**config.mk**
```make
export PLATFORM = sky130hd
export DESIGN_NAME = fbank_prog
export DESIGN_NICKNAME = d
export VERILOG_FILES = /design/src/rtl/fbp_pkg.sv /design/src/rtl/fbp_limcnt.sv /design/src/rtl/fbp_busdrv.sv /design/src/rtl/fbank_prog.sv
export SDC_FILE = /design/constraint.sdc
export NUM_CORES = 1
export LEC_CHECK = 0
export BUFFER_PORTS_ARGS = -buffer_cell sky130_fd_sc_hd__buf_2
export CAP_MARGIN = 20
export CELL_PAD_IN_SITES_DETAIL_PLACEMENT = 1
export CELL_PAD_IN_SITES_GLOBAL_PLACEMENT = 1
export CORE_MARGIN = 10
export CORE_UTILIZATION = 37
export CTS_CLUSTER_DIAMETER = 40
export DETAILED_ROUTE_END_ITERATION = 10
export PLACE_DENSITY = 0.86
export SYNTH_ARGS = -nofsm -noshare
export SYNTH_HDL_FRONTEND = slang
export SYNTH_SLANG_ARGS = --single-unit
```
**constraint.sdc**
```tcl
create_clock -name clk -period 2.27 [get_ports clk]
set_input_delay 0.454 -clock clk [delete_from_list [all_inputs] [get_ports clk]]
set_output_delay 0.454 -clock clk [all_outputs]
set_load 0.01 [all_outputs]
```
**src/rtl/fbp_pkg.sv**
```systemverilog
package fbp_pkg;

   typedef enum logic [3:0] {
      S_IDLE,
      S_E_ARM,
      S_E_GO,
      S_POLL_CMD,
      S_POLL_RD,
      S_CLR,
      S_RST,
      S_VERIFY,
      S_P_ARM,
      S_P_WAIT,
      S_P_DATA,
      S_DONE
   } fsm_t;

   typedef enum logic [1:0] {
      ERR_NONE    = 2'd0,
      ERR_TIMEOUT = 2'd1,
      ERR_BLANK   = 2'd2,
      ERR_COMPARE = 2'd3
   } fault_t;

   localparam logic [7:0] OP_ERASE_ARM = 8'h20;
   localparam logic [7:0] OP_ERASE_GO  = 8'hD0;
   localparam logic [7:0] OP_PROG_ARM  = 8'h40;
   localparam logic [7:0] OP_STATUS    = 8'h70;
   localparam logic [7:0] OP_CLR       = 8'h50;
   localparam logic [7:0] OP_ARRAY     = 8'hFF;
   localparam logic [7:0] ERASED_BYTE  = 8'hFF;

   localparam int READY_BIT = 7;
   localparam int FAULT_LSB = 3;
   localparam int FAULT_W   = 3;

endpackage

```
**src/rtl/fbp_limcnt.sv**
```systemverilog
module fbp_limcnt #(
   parameter  int LIMIT = 4,
   localparam int CW    = (LIMIT > 1) ? $clog2(LIMIT) : 1
) (
   input  logic          clk,
   input  logic          rst_n,
   input  logic          clr,
   input  logic          inc,
   output logic [CW-1:0] cnt,
   output logic          at_last
);

   if (LIMIT < 1) begin : g_bad_limit
      $error("fbp_limcnt: LIMIT must be at least 1");
   end

   if (LIMIT == 1) begin : g_unit
      logic unused_ctl;
      assign unused_ctl = clr | inc | clk | rst_n;
      assign cnt        = '0;
      assign at_last    = 1'b1;
   end else begin : g_count
      always_ff @(posedge clk or negedge rst_n) begin
         if (!rst_n)      cnt <= '0;
         else if (clr)    cnt <= '0;
         else if (inc)    cnt <= at_last ? '0 : cnt + 1'b1;
      end
      assign at_last = (cnt == CW'(LIMIT - 1));

      assert_cnt_bound_R5: assert property (@(posedge clk) disable iff (!rst_n)
         cnt <= CW'(LIMIT - 1))
         else $error("counter above its limit");
   end

endmodule

```
**src/rtl/fbp_busdrv.sv**
```systemverilog
module fbp_busdrv
   import fbp_pkg::*;
#(
   parameter int BANK_W = 1,
   parameter int OFS_W  = 13
) (
   input  fsm_t                     state,
   input  logic [BANK_W-1:0]        bank,
   input  logic [OFS_W-1:0]         idx,
   input  logic [7:0]               src_byte,
   output logic [BANK_W+OFS_W-1:0]  addr,
   output logic [7:0]               wdata,
   output logic                     we,
   output logic                     re
);

   logic [BANK_W+OFS_W-1:0] base_addr;
   logic [BANK_W+OFS_W-1:0] byte_addr;

   assign base_addr = {bank, {OFS_W{1'b0}}};
   assign byte_addr = {bank, idx};

   always_comb begin
      addr  = base_addr;
      wdata = 8'h00;
      we    = 1'b0;
      re    = 1'b0;
      unique case (state)
         S_E_ARM:    begin we = 1'b1; wdata = OP_ERASE_ARM; end
         S_E_GO:     begin we = 1'b1; wdata = OP_ERASE_GO;  end
         S_POLL_CMD: begin we = 1'b1; wdata = OP_STATUS;    end
         S_POLL_RD:  begin re = 1'b1;                       end
         S_CLR:      begin we = 1'b1; wdata = OP_CLR;       end
         S_RST:      begin we = 1'b1; wdata = OP_ARRAY;     end
         S_VERIFY:   begin re = 1'b1; addr = byte_addr;     end
         S_P_ARM:    begin we = 1'b1; wdata = OP_PROG_ARM; addr = byte_addr; end
         S_P_DATA:   begin we = 1'b1; wdata = src_byte;    addr = byte_addr; end
         default:    ;
      endcase
   end

endmodule

```
**src/rtl/fbank_prog.sv**
```systemverilog
module fbank_prog
   import fbp_pkg::*;
#(
   parameter  int BANK_BYTES = 8192,
   parameter  int NUM_BANKS  = 2,
   parameter  int POLL_LIMIT = 1000000,
   parameter  int SETUP_WAIT = 50,
   localparam int BANK_W     = (NUM_BANKS > 1) ? $clog2(NUM_BANKS) : 1,
   localparam int OFS_W      = $clog2(BANK_BYTES),
   localparam int ADDR_W     = BANK_W + OFS_W
) (
   input  logic              clk,
   input  logic              rst_n,
   input  logic              start,
   input  logic [BANK_W-1:0] bank_sel,
   output logic              busy,
   output logic              done,
   output logic [1:0]        err_code,
   output logic [2:0]        stat_err,
   output logic [OFS_W-1:0]  src_addr,
   input  logic [7:0]        src_data,
   output logic [ADDR_W-1:0] fl_addr,
   output logic [7:0]        fl_wdata,
   output logic              fl_we,
   output logic              fl_re,
   input  logic [7:0]        fl_rdata
);

   localparam int PCW = (POLL_LIMIT > 1) ? $clog2(POLL_LIMIT) : 1;
   localparam int WCW = (SETUP_WAIT > 1) ? $clog2(SETUP_WAIT) : 1;

   if (BANK_BYTES < 2 || (BANK_BYTES & (BANK_BYTES - 1)) != 0) begin : g_bad_bank
      $error("fbank_prog: BANK_BYTES must be a power of two of at least 2");
   end
   if (NUM_BANKS < 1 || (NUM_BANKS & (NUM_BANKS - 1)) != 0) begin : g_bad_count
      $error("fbank_prog: NUM_BANKS must be a power of two");
   end
   if (POLL_LIMIT < 1 || SETUP_WAIT < 1) begin : g_bad_timing
      $error("fbank_prog: POLL_LIMIT and SETUP_WAIT must be at least 1");
   end

   fsm_t              state_q, state_d;
   logic              prog_q, prog_d;
   logic              tmo_q, tmo_d;
   fault_t            fault_q, fault_d;
   logic [2:0]        sflag_q, sflag_d;
   logic [BANK_W-1:0] bank_q;

   logic              idx_clr, idx_inc, idx_last;
   logic [OFS_W-1:0]  idx;
   logic              poll_clr, poll_inc, poll_last;
   logic [PCW-1:0]    poll_cnt;
   logic              wait_clr, wait_inc, wait_last;
   logic [WCW-1:0]    wait_cnt;

   logic              ready;
   logic [7:0]        expect_byte;

   assign ready       = fl_rdata[READY_BIT];
   assign expect_byte = prog_q ? src_data : ERASED_BYTE;

   fbp_limcnt #(.LIMIT(BANK_BYTES)) u_idx (
      .clk(clk), .rst_n(rst_n), .clr(idx_clr), .inc(idx_inc),
      .cnt(idx), .at_last(idx_last));

   fbp_limcnt #(.LIMIT(POLL_LIMIT)) u_poll (
      .clk(clk), .rst_n(rst_n), .clr(poll_clr), .inc(poll_inc),
      .cnt(poll_cnt), .at_last(poll_last));

   fbp_limcnt #(.LIMIT(SETUP_WAIT)) u_wait (
      .clk(clk), .rst_n(rst_n), .clr(wait_clr), .inc(wait_inc),
      .cnt(wait_cnt), .at_last(wait_last));

   assign poll_clr = (state_q == S_E_GO) || (state_q == S_P_DATA);
   assign poll_inc = (state_q == S_POLL_RD) && !ready;
   assign wait_clr = (state_q == S_P_ARM);
   assign wait_inc = (state_q == S_P_WAIT);

   always_comb begin
      state_d = state_q;
      prog_d  = prog_q;
      tmo_d   = tmo_q;
      fault_d = fault_q;
      sflag_d = sflag_q;
      idx_clr = 1'b0;
      idx_inc = 1'b0;
      unique case (state_q)
         S_IDLE: begin
            if (start) begin
               state_d = S_E_ARM;
               prog_d  = 1'b0;
               tmo_d   = 1'b0;
               fault_d = ERR_NONE;
               sflag_d = '0;
               idx_clr = 1'b1;
            end
         end
         S_E_ARM:    state_d = S_E_GO;
         S_E_GO:     state_d = S_POLL_CMD;
         S_POLL_CMD: state_d = S_POLL_RD;
         S_POLL_RD: begin
            sflag_d = sflag_q | fl_rdata[FAULT_LSB +: FAULT_W];
            if (ready) begin
               if (prog_q && !idx_last) begin
                  idx_inc = 1'b1;
                  state_d = S_P_ARM;
               end else begin
                  state_d = S_CLR;
               end
            end else if (poll_last) begin
               tmo_d   = 1'b1;
               fault_d = ERR_TIMEOUT;
               state_d = S_CLR;
            end else begin
               state_d = S_POLL_CMD;
            end
         end
         S_CLR: state_d = S_RST;
         S_RST: begin
            if (tmo_q) begin
               state_d = S_DONE;
            end else begin
               idx_clr = 1'b1;
               state_d = S_VERIFY;
            end
         end
         S_VERIFY: begin
            if (fl_rdata != expect_byte) begin
               fault_d = prog_q ? ERR_COMPARE : ERR_BLANK;
               state_d = S_DONE;
            end else if (idx_last) begin
               if (prog_q) begin
                  state_d = S_DONE;
               end else begin
                  prog_d  = 1'b1;
                  idx_clr = 1'b1;
                  state_d = S_P_ARM;
               end
            end else begin
               idx_inc = 1'b1;
            end
         end
         S_P_ARM:  state_d = S_P_WAIT;
         S_P_WAIT: if (wait_last) state_d = S_P_DATA;
         S_P_DATA: state_d = S_POLL_CMD;
         S_DONE:   state_d = S_IDLE;
         default:  state_d = S_IDLE;
      endcase
   end

   always_ff @(posedge clk or negedge rst_n) begin
      if (!rst_n) begin
         state_q <= S_IDLE;
         prog_q  <= 1'b0;
         tmo_q   <= 1'b0;
         fault_q <= ERR_NONE;
         sflag_q <= '0;
         bank_q  <= '0;
      end else begin
         state_q <= state_d;
         prog_q  <= prog_d;
         tmo_q   <= tmo_d;
         fault_q <= fault_d;
         sflag_q <= sflag_d;
         if (state_q == S_IDLE && start) bank_q <= bank_sel;
      end
   end

   fbp_busdrv #(.BANK_W(BANK_W), .OFS_W(OFS_W)) u_bus (
      .state(state_q), .bank(bank_q), .idx(idx), .src_byte(src_data),
      .addr(fl_addr), .wdata(fl_wdata), .we(fl_we), .re(fl_re));

   assign busy     = (state_q != S_IDLE) && (state_q != S_DONE);
   assign done     = (state_q == S_DONE);
   assign err_code = fault_q;
   assign stat_err = sflag_q;
   assign src_addr = idx;

   // Checks placed beside the sequencer they guard.
   assert_erase_opens_run_R2: assert property (@(posedge clk) disable iff (!rst_n)
      (start && !busy && !done) |=> (fl_we && fl_wdata == OP_ERASE_ARM &&
                                     fl_addr == {$past(bank_sel), {OFS_W{1'b0}}}))
      else $error("run does not open with erase arm at bank base");

   assert_poll_read_after_cmd_R3: assert property (@(posedge clk) disable iff (!rst_n)
      (state_q == S_POLL_RD) |-> ($past(fl_we) && $past(fl_wdata) == OP_STATUS &&
                                  fl_re && fl_addr == $past(fl_addr)))
      else $error("status read not preceded by status command");

   assert_setup_wait_span_R4: assert property (@(posedge clk) disable iff (!rst_n)
      (state_q == S_P_DATA) |-> ($past(state_q) == S_P_WAIT &&
                                 $past(wait_cnt) == WCW'(SETUP_WAIT - 1)))
      else $error("data write without full setup wait");

   assert_timeout_at_limit_R5: assert property (@(posedge clk) disable iff (!rst_n)
      $rose(tmo_q) |-> ($past(poll_cnt) == PCW'(POLL_LIMIT - 1) && $past(!ready)))
      else $error("timeout before poll limit");

   assert_array_after_clear_R6: assert property (@(posedge clk) disable iff (!rst_n)
      (state_q == S_RST) |-> (fl_wdata == OP_ARRAY && $past(fl_we) &&
                              $past(fl_wdata) == OP_CLR))
      else $error("array-mode write not preceded by clear");

   assert_blank_fault_source_R7: assert property (@(posedge clk) disable iff (!rst_n)
      (fault_q == ERR_BLANK && $past(fault_q) != ERR_BLANK) |->
         ($past(fl_re) && $past(fl_rdata) != ERASED_BYTE))
      else $error("blank fault without a non-blank read");

   assert_compare_fault_source_R8: assert property (@(posedge clk) disable iff (!rst_n)
      (fault_q == ERR_COMPARE && $past(fault_q) != ERR_COMPARE) |->
         ($past(fl_re) && $past(fl_rdata) != $past(src_data)))
      else $error("compare fault without a mismatching read");

   assert_stat_changes_R9: assert property (@(posedge clk) disable iff (!rst_n)
      (sflag_q != $past(sflag_q)) |->
         ($past(state_q) == S_POLL_RD || $past(state_q) == S_IDLE))
      else $error("status flags changed outside a poll or start");

   assert_done_single_R10: assert property (@(posedge clk) disable iff (!rst_n)
      done |=> !done)
      else $error("done longer than one cycle");

   assert_done_not_busy_R10: assert property (@(posedge clk) disable iff (!rst_n)
      done |-> !busy)
      else $error("busy during done");

   assert_one_strobe_R11: assert property (@(posedge clk) disable iff (!rst_n)
      !(fl_we && fl_re))
      else $error("write and read strobes together");

endmodule

```
After elaboration in Yosys (flattened, before gate mapping). Index checks and enable logic that the tools add are counted.

Bits in registers: 51. Bits of input ports: 20. Output and inout port bits: 44. Word-level logic and storage cells: 111.

Add/sub/neg operators: 3. Equality and inequality tests: 24. Muxes and demuxes: 50. Bitwise operators: 1. Reduce and logical (&&, ||, !) cells: 24.

Operator list (number): $mux 20 (3); $pmux 8 s7 (1); $mux 13 (4); $pmux 4 s10 (1); $mux 4 (7); $add 20x1->20 const B (1); $eq 20x20->1 const B (1); $mux 6 (3); $mux 1 (17); $eq 4x3->1 const B (4); $eq 4x4->1 const B (4); $add 13x1->13 const B (1); $eq 13x13->1 const B (1); $ne 2x2->1 const B (6); $mux 2 (5); $reduce_bool 2->1 (5); $eq 4x2->1 const B (2); $mux 8 (1); $ne 8x8->1 (1); $reduce_and 4->1 (2); $reduce_or 7->1 (1); $add 6x1->6 const B (1); $eq 6x6->1 const B (1); $mux 3 (2); 20 further kinds (27).

Longest topological paths before layout.
Depth in word-level cells: 8. Depth in mapped cells: 10. Mapped depth without buffers: 8.

Modules after synthesis. Synthesis repeated with hierarchy kept, for this count alone.

Cell total of the unflattened synthesis: 411. Area total of the unflattened synthesis: 3475.8 um^2.

Modules (own cells, without submodules): fbp_limcnt at u_poll (instances 1, cells each 127, area an instance 1137.3 um^2, sequential area each 500.5 um^2); fbank_prog (instances 1, cells each 123, area an instance 970.9 um^2, sequential area each 300.3 um^2); fbp_limcnt at u_idx (instances 1, cells each 71, area an instance 681.9 um^2, sequential area each 325.3 um^2); fbp_limcnt at u_wait (instances 1, cells each 38, area an instance 357.8 um^2, sequential area each 150.1 um^2); fbp_busdrv (instances 1, cells each 52, area an instance 327.8 um^2, sequential area each 0.0 um^2).

Worst setup path before layout. OpenSTA, ideal clock, no wires.

Path type: reg2reg. Start: register u_poll.cnt[0]. End: register u_poll.cnt[7]. Library setup time: 0.128 ns. Arrival: 2.041 ns. Setup slack: 0.101 ns. Stages on the path, launching flop included: 11. Buffers on the path: 2. Period minus slack after synthesis: 2.169 ns. Cells stage by stage: dfrtp_1 -> ha_1 -> nand3_1 -> nor2_1 -> and4_1 -> clkbuf_1 -> nand2b_1 -> buf_2 -> a21oi_1 -> o21ai_0 -> o31ai_1.

Word-level cells in the longest chain between the ends: 4. Elaborated cells between the ends (all ways): 5. Classes of those cells: add/sub (1); eq/ne (1); mux (3).

RTL lines: from (decl) (line fbp_limcnt.sv:9) `output logic [CW-1:0] cnt,`; from (signal assigned) (line fbp_limcnt.sv:26) `else if (inc) cnt <= at_last ? '0 : cnt + 1'b1;`; $add 20x1->20 or $eq 20x20->1 (tied branches) (line fbp_limcnt.sv:26, fbp_limcnt.sv:28); $mux 20 (*) (2 in a row) (line fbp_limcnt.sv:26); $mux 20 (*) (line fbp_limcnt.sv:25) `else if (clr) cnt <= '0;`.

Mark *: on every way between the ends. The rest lies on a longest branch, timed or not. The select of a mux whose other input is x is not followed. A chain may end at the register's enable or synchronous reset.

Worst setup path after layout.
Start: register prog_q. End: register u_idx.cnt[4].

Word-level cells in the longest chain between the ends: 5. Elaborated cells between the ends (all ways): 13. Classes of those cells: eq/ne (1); mux (10); reduce/logical (2).

RTL lines: from (decl) (line fbank_prog.sv:43) `logic prog_q, prog_d;`; from (signal assigned) (line fbank_prog.sv:161) `prog_q <= prog_d;`; $mux 8 (tied with other cells) (line fbank_prog.sv:60) `assign expect_byte = prog_q ? src_data : ERASED_BYTE;`; $ne 8x8->1 (tied with other cells) (line fbank_prog.sv:128) `if (fl_rdata != expect_byte) begin`; $mux 1, on equally long branches (line fbank_prog.sv:128, fbank_prog.sv:103); $pmux 1 s3 or $pmux 1 s2 (tied branches) (line fbank_prog.sv:87) `unique case (state_q)`; $mux 13 or $reduce_bool 2->1 (tied branches); to (signal assigned) (line fbp_limcnt.sv:26); to (decl) (line fbp_limcnt.sv:9).

Several ways; a longest one is shown, not always the timed one.

==> impl_metrics.env <==
export IMPL_p_switching_mw=1.62
export IMPL_clkPwrFrac_pct=17.6
export IMPL_grt_remaining_overflow=0
export IMPL_dr_pass1_iters=4
export IMPL_slew_headroom_pct=56.3
export IMPL_power_density_mw_per_mm2=894
export IMPL_core_area_mm2=0.00872
export IMPL_drc=0
export IMPL_cts_tree="done"
export IMPL_fin_nets=518
export IMPL_r2r_start="prog_q"
export IMPL_syn_area_per_cell_um2=8.05
export IMPL_regArea_mm2=0.00128
export IMPL_drtIter0Drc=229
export IMPL_ys_types=52
export IMPL_worstMarginPinSlew_ns=0.656
export IMPL_start_kind="register"
export IMPL_yosys_most_used_dff="dfrtp_1"
export IMPL_area_growth_pct=26.6
export IMPL_netlist_top_cells_area="dfrtp_1, o21ai_0, nand2_1"
export IMPL_numCtsBuffers=5
export IMPL_cp_startpoint="prog_q"
export IMPL_r2r_slack_ns=-0.06
export IMPL_endpoint_kind="register"
export IMPL_crit_path_max_incr_delay_ns=0.45
export IMPL_maxCapViolCount=0
export IMPL_vias=3492
export IMPL_fin_crit_ns=2.33
export IMPL_fp_dieW_um=115
export IMPL_fillers=1060
export IMPL_violations="negative setup slack"
export IMPL_setup_violations_final=5
export IMPL_critical_path_class="reg -> reg"
export IMPL_antenna_found_initial=0
export IMPL_yosysWarnings=0
export IMPL_h_tree_depth=2
export IMPL_leakagePower_nw=1.86
export IMPL_drt_total_wl_um=11100
export IMPL_fin_crit_sh_pct=103
export IMPL_clk_pin_slew_worst_paths_ns=0.10
export IMPL_io_buffers=63
export IMPL_crit_slowest_cell="dfrtp_2"
export IMPL_reg2regPathDepth=9
export IMPL_vias_per_cell=5.79
export IMPL_vdd_drop_max_v=0.000508
export IMPL_start_util_pct=37.9
export IMPL_dp_cells=588
export IMPL_ioPinCount=64
export IMPL_die_area_mm2=0.0131
export IMPL_critPathTopFamily="simple AND/OR/NAND/NOR gates"
export IMPL_antenna_cells=0
export IMPL_yosysTopAreaCell="dfrtp_1"
export IMPL_async_flop_share_pct=100
export IMPL_r2r_end="u_idx.cnt[4]"
export IMPL_grt_pass1_wl_um=17500
export IMPL_yosysTopAreaCellShare_pct=38.6
export IMPL_fmaxAchievable_ghz=0.430
export IMPL_fin_cells=603
export IMPL_preCtsSetupSlack_ns=-0.0961
export IMPL_cts_root_buf="clkbuf_8"
export IMPL_synth_seq_cells=51
export IMPL_fin_ws_ns=-0.0578
export IMPL_ys_seq_area_share_pct=38.6
export IMPL_ctsHoldBuffers=0
export IMPL_synth_edff_count=0
export IMPL_critPathRequiredTime_ns=2.46
export IMPL_p_comb_share_pct=50.1
export IMPL_gp_congestion=0.847
export IMPL_clk_latency_ns=0.30
export IMPL_grt_pass1_vias=3649
export IMPL_dpl_hpwl_um=8010
export IMPL_arrival_ns=2.52
export IMPL_ant_nets=0
export IMPL_crit_fanout=6
export IMPL_synthMostInstantiatedCell="dfrtp_1"
export IMPL_grt_util_all_layers_pct=15.8
export IMPL_synthCells=411
export IMPL_tns_ns=-0.204
export IMPL_fin_skew_ns=0.0103
export IMPL_p_sw_share_pct=43.2
export IMPL_pwr_share_seq_pct=32.3
export IMPL_cts_sinks=51
export IMPL_crit_buf_inv=2
export IMPL_netlist_top_cells_count="dfrtp_1, o21ai_0, nand2_1"
export IMPL_final_max_slew_viol_count=0
export IMPL_grt_max_degree=52
export IMPL_rows=34
export IMPL_die_y_um=115
export IMPL_crit_chain="or3b_4 > a21oi_4 > o22ai_4 > nor4_4 > buf_4 > o21ai_4 > buf_12 > o211ai_1 > o31ai_2"
export IMPL_syn_nets=435
export IMPL_syn_area_mm2=0.00331
export IMPL_min_path_type="in -> async"
export IMPL_grt_setup_unrepaired="yes"
export IMPL_p_int_mw=2.13
export IMPL_layout_drive_gt1_share_pct=28.7
export IMPL_wl_per_cell_um=18.4
export IMPL_hold_viol=0
export IMPL_multiInputGateArea_mm2=0.00201
export IMPL_outcome="complete, but fails checks"
export IMPL_cts_max_path_buffers=2
-- flip-flops by register name (all words and copies together) (netlist names) --
signal / count
u_poll.cnt: 20
u_idx.cnt: 13
u_wait.cnt: 6
state_q: 4
stat_err: 3
err_code: 2
bank_q: 1
prog_q: 1
tmo_q: 1
-- layer usage --
metal	vias to the layer above	global-route usage, %	part of all wire [%]
met3	17	3.93	4.1
met1	1765	18.8	43
met2	82	28.0	52
li1	1628	-	-
met4	0	3.01	1.1
met5	-	0	0
-- cells by family (layout without fill, tap and decap cells) --
kind of cell | count (synthesis) | after routing | synth area share, %
compound gates | 123 | 124 | 22.4
simple gates | 182 | 182 | 28.4
xor+xnor | 12 | 12 | 3.18
flops | 51 | 51 | 38.6
buf+inv | 36 | 119 | 5.03
mux | 3 | 3 | 0.946
fa+ha+maj | 4 | 4 | 1.51
-- placed cells by master, fill, tap and decap left out, drive strengths merged, types with 5 or more instances in the layout --
cell	Yosys	routed
a21oi	35	35
and3	7	7
buf	6	99
clkbuf	18	6
dfrtp	51	51
inv	12	12
nand2	47	47
nand2b	8	8
nand3	18	18
nand4	6	6
nor2	37	37
nor2b	17	17
nor3	11	11
nor4	6	6
o211ai	5	5
o21ai	51	52
o31ai	7	7
or3	7	7
xnor2	5	5
xor2	7	7
-- how the worst max path moves through the flow --
| stage | slack (ns) | cells after the start | end |
|---|---|---|---|
| after floorplan | 0.10 | 10 | u_poll.cnt[7] |
| after global placement | -0.006 | 8 | u_idx.cnt[6] |
| after detailed placement | -0.1 | 8 | u_idx.cnt[5] |
| after CTS | 0.02 | 7 | u_idx.cnt[5] |
| after global routing | -0.15 | 9 | u_idx.cnt[4] |
| final | -0.06 | 9 | u_idx.cnt[4] |
-- metrics by stage --
stage / util (%) / area [um2] / hold slack (ns) / total power [mW]
detailed placement: 44.5 / 3880 / 0.501 / 3.00
global route: 48.0 / 4190 / 0.300 / 4.03
global placement: 44.5 / 3880 / 0.480 / 2.91
finish: 48.0 / 4190 / 0.250 / 3.74
floorplan: - / 3310 / 0.158 / 2.31
CTS: 46.1 / 4020 / 0.284 / 3.68
-- power groups by stage --
stage	Combinational (mW)	Clock [mW]	Sequential (mW)
CTS	1.80	0.678	1.21
global route	2.08	0.716	1.23
global placement	1.70	0	1.21
floorplan	1.11	0	1.20
detailed placement	1.77	0	1.22
finish	1.87	0.660	1.21
-- timing repair --
item                       in CTS  in global routing
gates cloned                    0                  1
pin swaps                       1                 12
setup endpoints to repair      22                 40
gates resized for setup         4                 32
setup buffers                   1                  5
-- area by class of cell --
| type | instances | share of cell area (%) |
|---|---|---|
| clock buffers | 6 | 1.97 |
| well taps | 108 | 3.23 |
| flip-flops and latches | 51 | 30.5 |
| multi-input cells | 325 | 48.0 |
| repair buffers | 99 | 14.3 |
| clock inverters | 2 | 0.837 |
| inverters | 12 | 1.14 |
No activity file was read; power rests on OpenSTA's default activity.
